**config.mk**
```make
export PLATFORM = sky130hd
export DESIGN_NAME = sweep_addr_gen
export DESIGN_NICKNAME = d
export VERILOG_FILES = /design/src/rtl/sweep_pkg.sv /design/src/rtl/sweep_seg_mux.sv /design/src/rtl/sweep_rate_timer.sv /design/src/rtl/sweep_addr_ctr.sv /design/src/rtl/sweep_addr_gen.sv
export SDC_FILE = /design/constraint.sdc
export NUM_CORES = 1
export LEC_CHECK = 0
export ABC_AREA = 1
export CORE_MARGIN = 5
export CORE_UTILIZATION = 55
export DETAILED_ROUTE_END_ITERATION = 8
export DONT_BUFFER_PORTS = 1
export GPL_TIMING_DRIVEN = 1
export PLACE_DENSITY = 0.77
export SYNTH_ARGS = -nofsm -noshare
export SYNTH_HDL_FRONTEND = slang
export SYNTH_SLANG_ARGS = --single-unit
export TNS_END_PERCENT = 5
```
**constraint.sdc**
```tcl
create_clock -name clk -period 0.8 [get_ports clk]
set_input_delay 0.2 -clock clk [delete_from_list [all_inputs] [get_ports clk]]
set_output_delay 0.2 -clock clk [all_outputs]
set_load 0.05 [all_outputs]
```
**src/rtl/sweep_pkg.sv**
```systemverilog
package sweep_pkg;
  localparam int MODE_W = 3;

  typedef enum logic [MODE_W-1:0] {
    MODE_STATIC  = 3'b000,
    MODE_RAMP_UP = 3'b001
  } sweep_mode_e;
endpackage

```
**src/rtl/sweep_seg_mux.sv**
```systemverilog
module sweep_seg_mux
  import sweep_pkg::*;
#(
  parameter int ADDR_W = 10,
  parameter int RATE_W = 8,
  parameter int PROF_W = 2,
  localparam int NPROF = 1 << PROF_W
) (
  input  logic [PROF_W-1:0]        sel_i,
  input  logic [NPROF*ADDR_W-1:0]  start_pk_i,
  input  logic [NPROF*ADDR_W-1:0]  final_pk_i,
  input  logic [NPROF*MODE_W-1:0]  mode_pk_i,
  input  logic [NPROF*RATE_W-1:0]  rate_pk_i,
  output logic [ADDR_W-1:0]        start_o,
  output logic [ADDR_W-1:0]        final_o,
  output logic                     is_ramp_o,
  output logic [RATE_W-1:0]        rate_eff_o
);
  logic [ADDR_W-1:0] start_arr [NPROF];
  logic [ADDR_W-1:0] final_arr [NPROF];
  logic [MODE_W-1:0] mode_arr  [NPROF];
  logic [RATE_W-1:0] rate_arr  [NPROF];

  for (genvar g = 0; g < NPROF; g++) begin : g_unpack
    assign start_arr[g] = start_pk_i[g*ADDR_W +: ADDR_W];
    assign final_arr[g] = final_pk_i[g*ADDR_W +: ADDR_W];
    assign mode_arr[g]  = mode_pk_i[g*MODE_W +: MODE_W];
    assign rate_arr[g]  = rate_pk_i[g*RATE_W +: RATE_W];
  end

  assign start_o    = start_arr[sel_i];
  assign final_o    = final_arr[sel_i];
  assign is_ramp_o  = (mode_arr[sel_i] == MODE_RAMP_UP);
  // a zero rate behaves as one cycle per step
  assign rate_eff_o = (rate_arr[sel_i] == '0) ? RATE_W'(1) : rate_arr[sel_i];
endmodule

```
**src/rtl/sweep_rate_timer.sv**
```systemverilog
module sweep_rate_timer #(
  parameter int RATE_W = 8
) (
  input  logic              clk,
  input  logic              rst_n,
  input  logic              hold_i,
  input  logic              run_i,
  input  logic              load_i,
  input  logic [RATE_W-1:0] rate_i,
  output logic              expire_o
);
  logic [RATE_W-1:0] cnt_q, cnt_d;

  always_comb begin
    cnt_d = cnt_q;
    if (hold_i) begin
      cnt_d = cnt_q;
    end else if (!run_i) begin
      cnt_d = '0;
    end else if (load_i || cnt_q == RATE_W'(1)) begin
      cnt_d = rate_i;
    end else begin
      cnt_d = cnt_q - RATE_W'(1);
    end
  end

  always_ff @(posedge clk or negedge rst_n) begin
    if (!rst_n) cnt_q <= '0;
    else        cnt_q <= cnt_d;
  end

  assign expire_o = run_i && !hold_i && !load_i && (cnt_q == RATE_W'(1));


  load_nonzero_chk: assert property (@(posedge clk) disable iff (!rst_n)
    (load_i && run_i && !hold_i) |=> (cnt_q != '0));


  timer_freeze_chk: assert property (@(posedge clk) disable iff (!rst_n)
    hold_i |=> $stable(cnt_q));
endmodule

```
**src/rtl/sweep_addr_ctr.sv**
```systemverilog
module sweep_addr_ctr #(
  parameter int ADDR_W = 10
) (
  input  logic              clk,
  input  logic              rst_n,
  input  logic              hold_i,
  input  logic              run_i,
  input  logic              load_i,
  input  logic              step_i,
  input  logic [ADDR_W-1:0] start_i,
  input  logic [ADDR_W-1:0] final_i,
  input  logic              is_ramp_i,
  output logic [ADDR_W-1:0] addr_o,
  output logic              done_o
);
  logic [ADDR_W-1:0] addr_q, addr_d;
  logic              done_q, done_d;

  always_comb begin
    addr_d = addr_q;
    done_d = done_q;
    if (!hold_i) begin
      if (!run_i) begin
        addr_d = '0;
        done_d = 1'b0;
      end else begin
        if (load_i) begin
          addr_d = start_i;
        end else if (step_i && is_ramp_i && addr_q != final_i) begin
          addr_d = addr_q + ADDR_W'(1);
        end
        done_d = is_ramp_i && (addr_d == final_i);
      end
    end
  end

  always_ff @(posedge clk or negedge rst_n) begin
    if (!rst_n) begin
      addr_q <= '0;
      done_q <= 1'b0;
    end else begin
      addr_q <= addr_d;
      done_q <= done_d;
    end
  end

  assign addr_o = addr_q;
  assign done_o = done_q;


  idle_park_chk: assert property (@(posedge clk) disable iff (!rst_n)
    (!run_i && !hold_i) |=> (addr_q == '0 && !done_q));


  restart_load_chk: assert property (@(posedge clk) disable iff (!rst_n)
    (load_i && run_i && !hold_i) |=> (addr_q == $past(start_i)));


  unit_step_chk: assert property (@(posedge clk) disable iff (!rst_n)
    (run_i && !hold_i && !load_i) |=>
      (addr_q == $past(addr_q) || addr_q == $past(addr_q) + ADDR_W'(1)));


  static_hold_chk: assert property (@(posedge clk) disable iff (!rst_n)
    (run_i && !hold_i && !load_i && !is_ramp_i) |=> $stable(addr_q));


  final_park_chk: assert property (@(posedge clk) disable iff (!rst_n)
    (done_q && run_i && !hold_i && !load_i) |=> $stable(addr_q));


  busy_freeze_chk: assert property (@(posedge clk) disable iff (!rst_n)
    hold_i |=> ($stable(addr_q) && $stable(done_q)));
endmodule

```
**src/rtl/sweep_addr_gen.sv**
```systemverilog
module sweep_addr_gen
  import sweep_pkg::*;
#(
  parameter int ADDR_W = 10,
  parameter int RATE_W = 8,
  parameter int PROF_W = 2,
  localparam int NPROF = 1 << PROF_W
) (
  input  logic                     clk,
  input  logic                     rst_n,
  input  logic [PROF_W-1:0]        prof_sel,
  input  logic                     upd_stb,
  input  logic                     ram_en,
  input  logic                     wr_busy,
  input  logic [NPROF*ADDR_W-1:0]  seg_start,
  input  logic [NPROF*ADDR_W-1:0]  seg_final,
  input  logic [NPROF*MODE_W-1:0]  seg_mode,
  input  logic [NPROF*RATE_W-1:0]  seg_rate,
  output logic [ADDR_W-1:0]        rd_addr,
  output logic                     sweep_done
);
  // reset: asserted asynchronously, released on the clock
  logic [1:0] rst_sync_q;
  logic       rst_int_n;

  always_ff @(posedge clk or negedge rst_n) begin
    if (!rst_n) rst_sync_q <= 2'b00;
    else        rst_sync_q <= {rst_sync_q[0], 1'b1};
  end
  assign rst_int_n = rst_sync_q[1];

  // restart detection
  logic [PROF_W-1:0] prof_q, prof_d;
  logic              en_q, en_d;
  logic              restart;

  always_comb begin
    prof_d = prof_q;
    en_d   = en_q;
    if (!wr_busy) begin
      prof_d = prof_sel;
      en_d   = ram_en;
    end
  end

  always_ff @(posedge clk or negedge rst_int_n) begin
    if (!rst_int_n) begin
      prof_q <= '0;
      en_q   <= 1'b0;
    end else begin
      prof_q <= prof_d;
      en_q   <= en_d;
    end
  end

  assign restart = ram_en && (upd_stb || (prof_sel != prof_q) || !en_q);

  logic [ADDR_W-1:0] start_sel, final_sel;
  logic              is_ramp;
  logic [RATE_W-1:0] rate_eff;
  logic              step;

  sweep_seg_mux #(.ADDR_W(ADDR_W), .RATE_W(RATE_W), .PROF_W(PROF_W)) i_mux (
    .sel_i      (prof_sel),
    .start_pk_i (seg_start),
    .final_pk_i (seg_final),
    .mode_pk_i  (seg_mode),
    .rate_pk_i  (seg_rate),
    .start_o    (start_sel),
    .final_o    (final_sel),
    .is_ramp_o  (is_ramp),
    .rate_eff_o (rate_eff)
  );

  sweep_rate_timer #(.RATE_W(RATE_W)) i_timer (
    .clk      (clk),
    .rst_n    (rst_int_n),
    .hold_i   (wr_busy),
    .run_i    (ram_en),
    .load_i   (restart),
    .rate_i   (rate_eff),
    .expire_o (step)
  );

  sweep_addr_ctr #(.ADDR_W(ADDR_W)) i_ctr (
    .clk       (clk),
    .rst_n     (rst_int_n),
    .hold_i    (wr_busy),
    .run_i     (ram_en),
    .load_i    (restart),
    .step_i    (step),
    .start_i   (start_sel),
    .final_i   (final_sel),
    .is_ramp_i (is_ramp),
    .addr_o    (rd_addr),
    .done_o    (sweep_done)
  );


  prof_restart_chk: assert property (@(posedge clk) disable iff (!rst_int_n)
    (ram_en && !wr_busy && prof_sel != $past(prof_sel)) |=> (rd_addr == $past(start_sel)));
endmodule

```
==> impl_metrics.yaml <==
outcome:
  status: "finished with violations"
  violations: "negative setup slack"
clock_network:
  path_clk_slew_ns: 0.10
  ctsLongestPathBuffers: 2
  cts.sinks: 24
  cts_made_buffers: 3
  clock_latency_ns: 0.29
  cts_tree: "done"
  cts_max_level: 1
  cts_root_buf: "clkbuf_8"
detailed_routing:
  wl_per_cell_um: 16.1
  antenna_left: 0
  num_vias: 4022
  drc: 0
  first_iter_violations: 406
  routed_via_density: 5.89
  routed_wl_um: 11000
  drt_first_pass_iters: 6
placed_design:
  place.gp.congestion: 0.926
  portBuffers: 0
  dpl.hpwl_um: 8120
  placedCellCount: 672
  place_ws_ns: -1.44
cells_and_area:
  fillers: 402
  final_util: 0.775
  area_growth_pct: 34.6
  instances_no_fill: 683
  drive_gt1_frac: 0.266
  antenna_cells: 0
  nets: 748
critical_path:
  start_kind: "register"
  end_kind: "register"
  crit_arrival_ns: 2.44
  worstPathRequired_ns: 0.99
  reg2reg_to: "i_ctr.done_o"
  worstRegToRegCells: 20
  worstReg2RegStart: "i_timer.cnt_q[5]"
  setup.worst_path.class: "register to register"
  critPathMaxFanout: 3
  reg2reg_setup_slack_ns: -1.45
logic_synthesis:
  synth_top_area_share: 0.290
  synth_area_leaders: "nand2_1 (29%), dfrtp_1 (20%), nand3_1 (12%), inv_1 (4.7%), a32o_1 (4.4%)"
  yosysSeqAreaShare: 0.202
  synth_xor_area_frac: 0.0235
  synth.avg_cell_area_sq_um: 5.55
  synth_compound_area_frac: 0.155
  yosysTopAreaCell: "nand2_1"
  ys_warn_count: 0
  synthMuxAreaShare: 0
  synth_area_sq_um: 2980
  synthCells: 537
  yosys.area_share.simple: 0.507
  synth_fa_ha_area_frac: 0.0126
  synth_top_family_by_area: "simple AND/OR/NAND/NOR gates"
  synthesis.nets: 671
  yosys_register_bits: 24
  yosysUniqueCellTypes: 32
sta:
  fin_skew_ns: 0.0119
  clock.fmax_ghz: 0.444
  finalMaxSlewViolations: 0
  setup_tns_ns: -23.29
  finalSetupViolCount: 30
  fin_crit_ns: 2.25
  setup_ws_ns: -1.45
  fin_crit_sh: 2.81
  hold_viol: 0
  rsz0062_at_grt: "true"
global_route:
  grt_pass1_wl_um: 16900
  grt_pass1_vias: 3737
  antenna_found_initial: 0
  grt_overflow: 0
  grt_usage: 0.284
  grt_max_degree: 68
worst_hold_path:
  hold_depth: 1
  hold_end: "prof_q[0]"
  hp-start: "wr_busy"
  min_path_type: "input port to register"
pwr:
  intPower_mw: 3.23
  sw_frac_of_total: 0.396
  share_comb_of_total_power: 0.514
  p_per_area_nw_per_um2: 1330
  ir_worst_vdd_mv: 1.14
  p_leak_nw: 1.99
  power_frac_clock: 0.212
  net-switching-power_mw: 2.11
  p_seq_frac: 0.273
floorplanning:
  num_rows: 26
  die_h_um: 83.6
  die_area_sq_um: 6990
  initial_utilization: 0.576
  fp.dieW_um: 83.6
  ios: 142
  coreArea_sq_um: 5170
job:
  maxCapViolations: 0
-- routing by layer --
metal	routed length, um	vias up	global-route usage
met5	0	-	0
met4	374	0	0.0892
met3	946	43	0.0582
met2	5650	246	0.491
met1	4010	1806	0.351
li1	-	1927	-
-- layout make-up --
class / instances / area [sq um] / share of cell area
Clock buffer: 3 / 41.3 / 0.0103
Inverter: 43 / 170 / 0.0424
Sequential cell: 24 / 609 / 0.152
Timing Repair Buffer: 98 / 808 / 0.202
Multi-Input combinational cell: 444 / 2260 / 0.564
Tap cell: 70 / 87.6 / 0.0218
Clock inverter: 1 / 30.0 / 0.00749
-- state kept, by name, summed over array words and instances (netlist names) --
name           count
i_ctr.addr_o      10
prof_q             2
i_ctr.done_o       1
en_q               1
rst_sync_q         2
i_timer.cnt_q      8
-- cell families after synthesis --
logic type               Yosys count
XOR/XNOR                           8
AO/OA/AOI/OAI                     74
buffers and inverters             69
other                              1
AND/OR/NAND/NOR                  358
flip-flops                        24
adder cells (fa/ha/maj)            3
-- cells in the final DEF (no fill, tap or decap), drive strengths merged, types with 2 or more instances in the layout --
master  instances
nand3b          4
inv            41
o21ai          24
a32oi           2
nand3          74
ha              3
nor4            3
nor3            6
a32o           13
nor2           31
buf            97
or2             5
xor2            8
nand2         230
clkbuf          3
nand4           5
a22oi           2
dfrtp          24
o22ai           7
a21oi          24
-- power groups by stage --
stage          clock [mW]  combinational, mW  sequential, mW
2_1_floorplan           0               1.32            1.67
3_3_place_gp            0               2.39            1.46
3_5_place_dp            0               2.45            1.47
4_1_cts              1.13               2.49            1.44
5_1_grt              1.19               2.99            1.48
6_report             1.13               2.75            1.46
-- critical path, cell delays in order, from the launching register on --
cell	delay, ns
dfrtp_1	0.40
inv_2	0.07
nand2_2	0.05
nor2_2	0.14
nand4_1	0.17
inv_2	0.15
buf_6	0.11
nand3_2	0.08
nor3_2	0.22
buf_4	0.15
nand3_2	0.07
nand2_2	0.07
nand2_2	0.07
nand2_2	0.08
nand2_1	0.05
nand2_1	0.05
inv_1	0.04
nand2_1	0.04
nor2_1	0.04
nand2_1	0.06
nand2_1	0.05
-- what timing repair did --
| item | CTS | global route |
|---|---|---|
| endpoints found under the hold margin | 2 | 0 |
| resized for setup | 8 | 61 |
| hold buffers | 1 | 0 |
| buffers inserted | 0 | 6 |
| setup endpoints to repair | 32 | 32 |
| pin swaps | 1 | 28 |
-- per-stage QoR --
step	hold slack, ns	power (mW)	instance area [sq um]
detailed placement	-0.0955	3.92	3660
finish	0.0109	5.34	4010
global placement	-0.0955	3.85	3660
global route	0.0124	5.66	4010
CTS	0.0238	5.07	3770
floorplan	-0.0956	2.99	3010
-- cells in the mapped netlist, drive strengths merged --
cell type	number
a32oi	2
nand3	74
a22oi	2
inv	40
o21ai	24
clkbuf	8
nand4	5
conb	1
a21oi	24
nor3	6
o311ai	1
xor2	8
nand3b	4
or2	5
o211ai	1
ha	3
nor2	31
dfrtp	24
a32o	13
nor4	3
clkinv	3
buf	18
nand2	230
o22ai	7
-- how the worst max path moves through the flow --
stage                           startpoint      endpoint  slack [ns]  depth (start not counted)
after global routing      i_timer.cnt_q[5]  i_ctr.done_o       -1.62                         20
after detailed placement       prof_sel[0]  i_ctr.done_o       -1.44                         19
after floorplan            i_ctr.addr_o[0]  i_ctr.done_o       -1.18                         16
after global placement         prof_sel[0]  i_ctr.done_o       -1.36                         20
final                     i_timer.cnt_q[5]  i_ctr.done_o       -1.45                         20
after CTS                  i_ctr.addr_o[0]  i_ctr.done_o       -1.27                         18
Power figures use the tool's default switching activity.
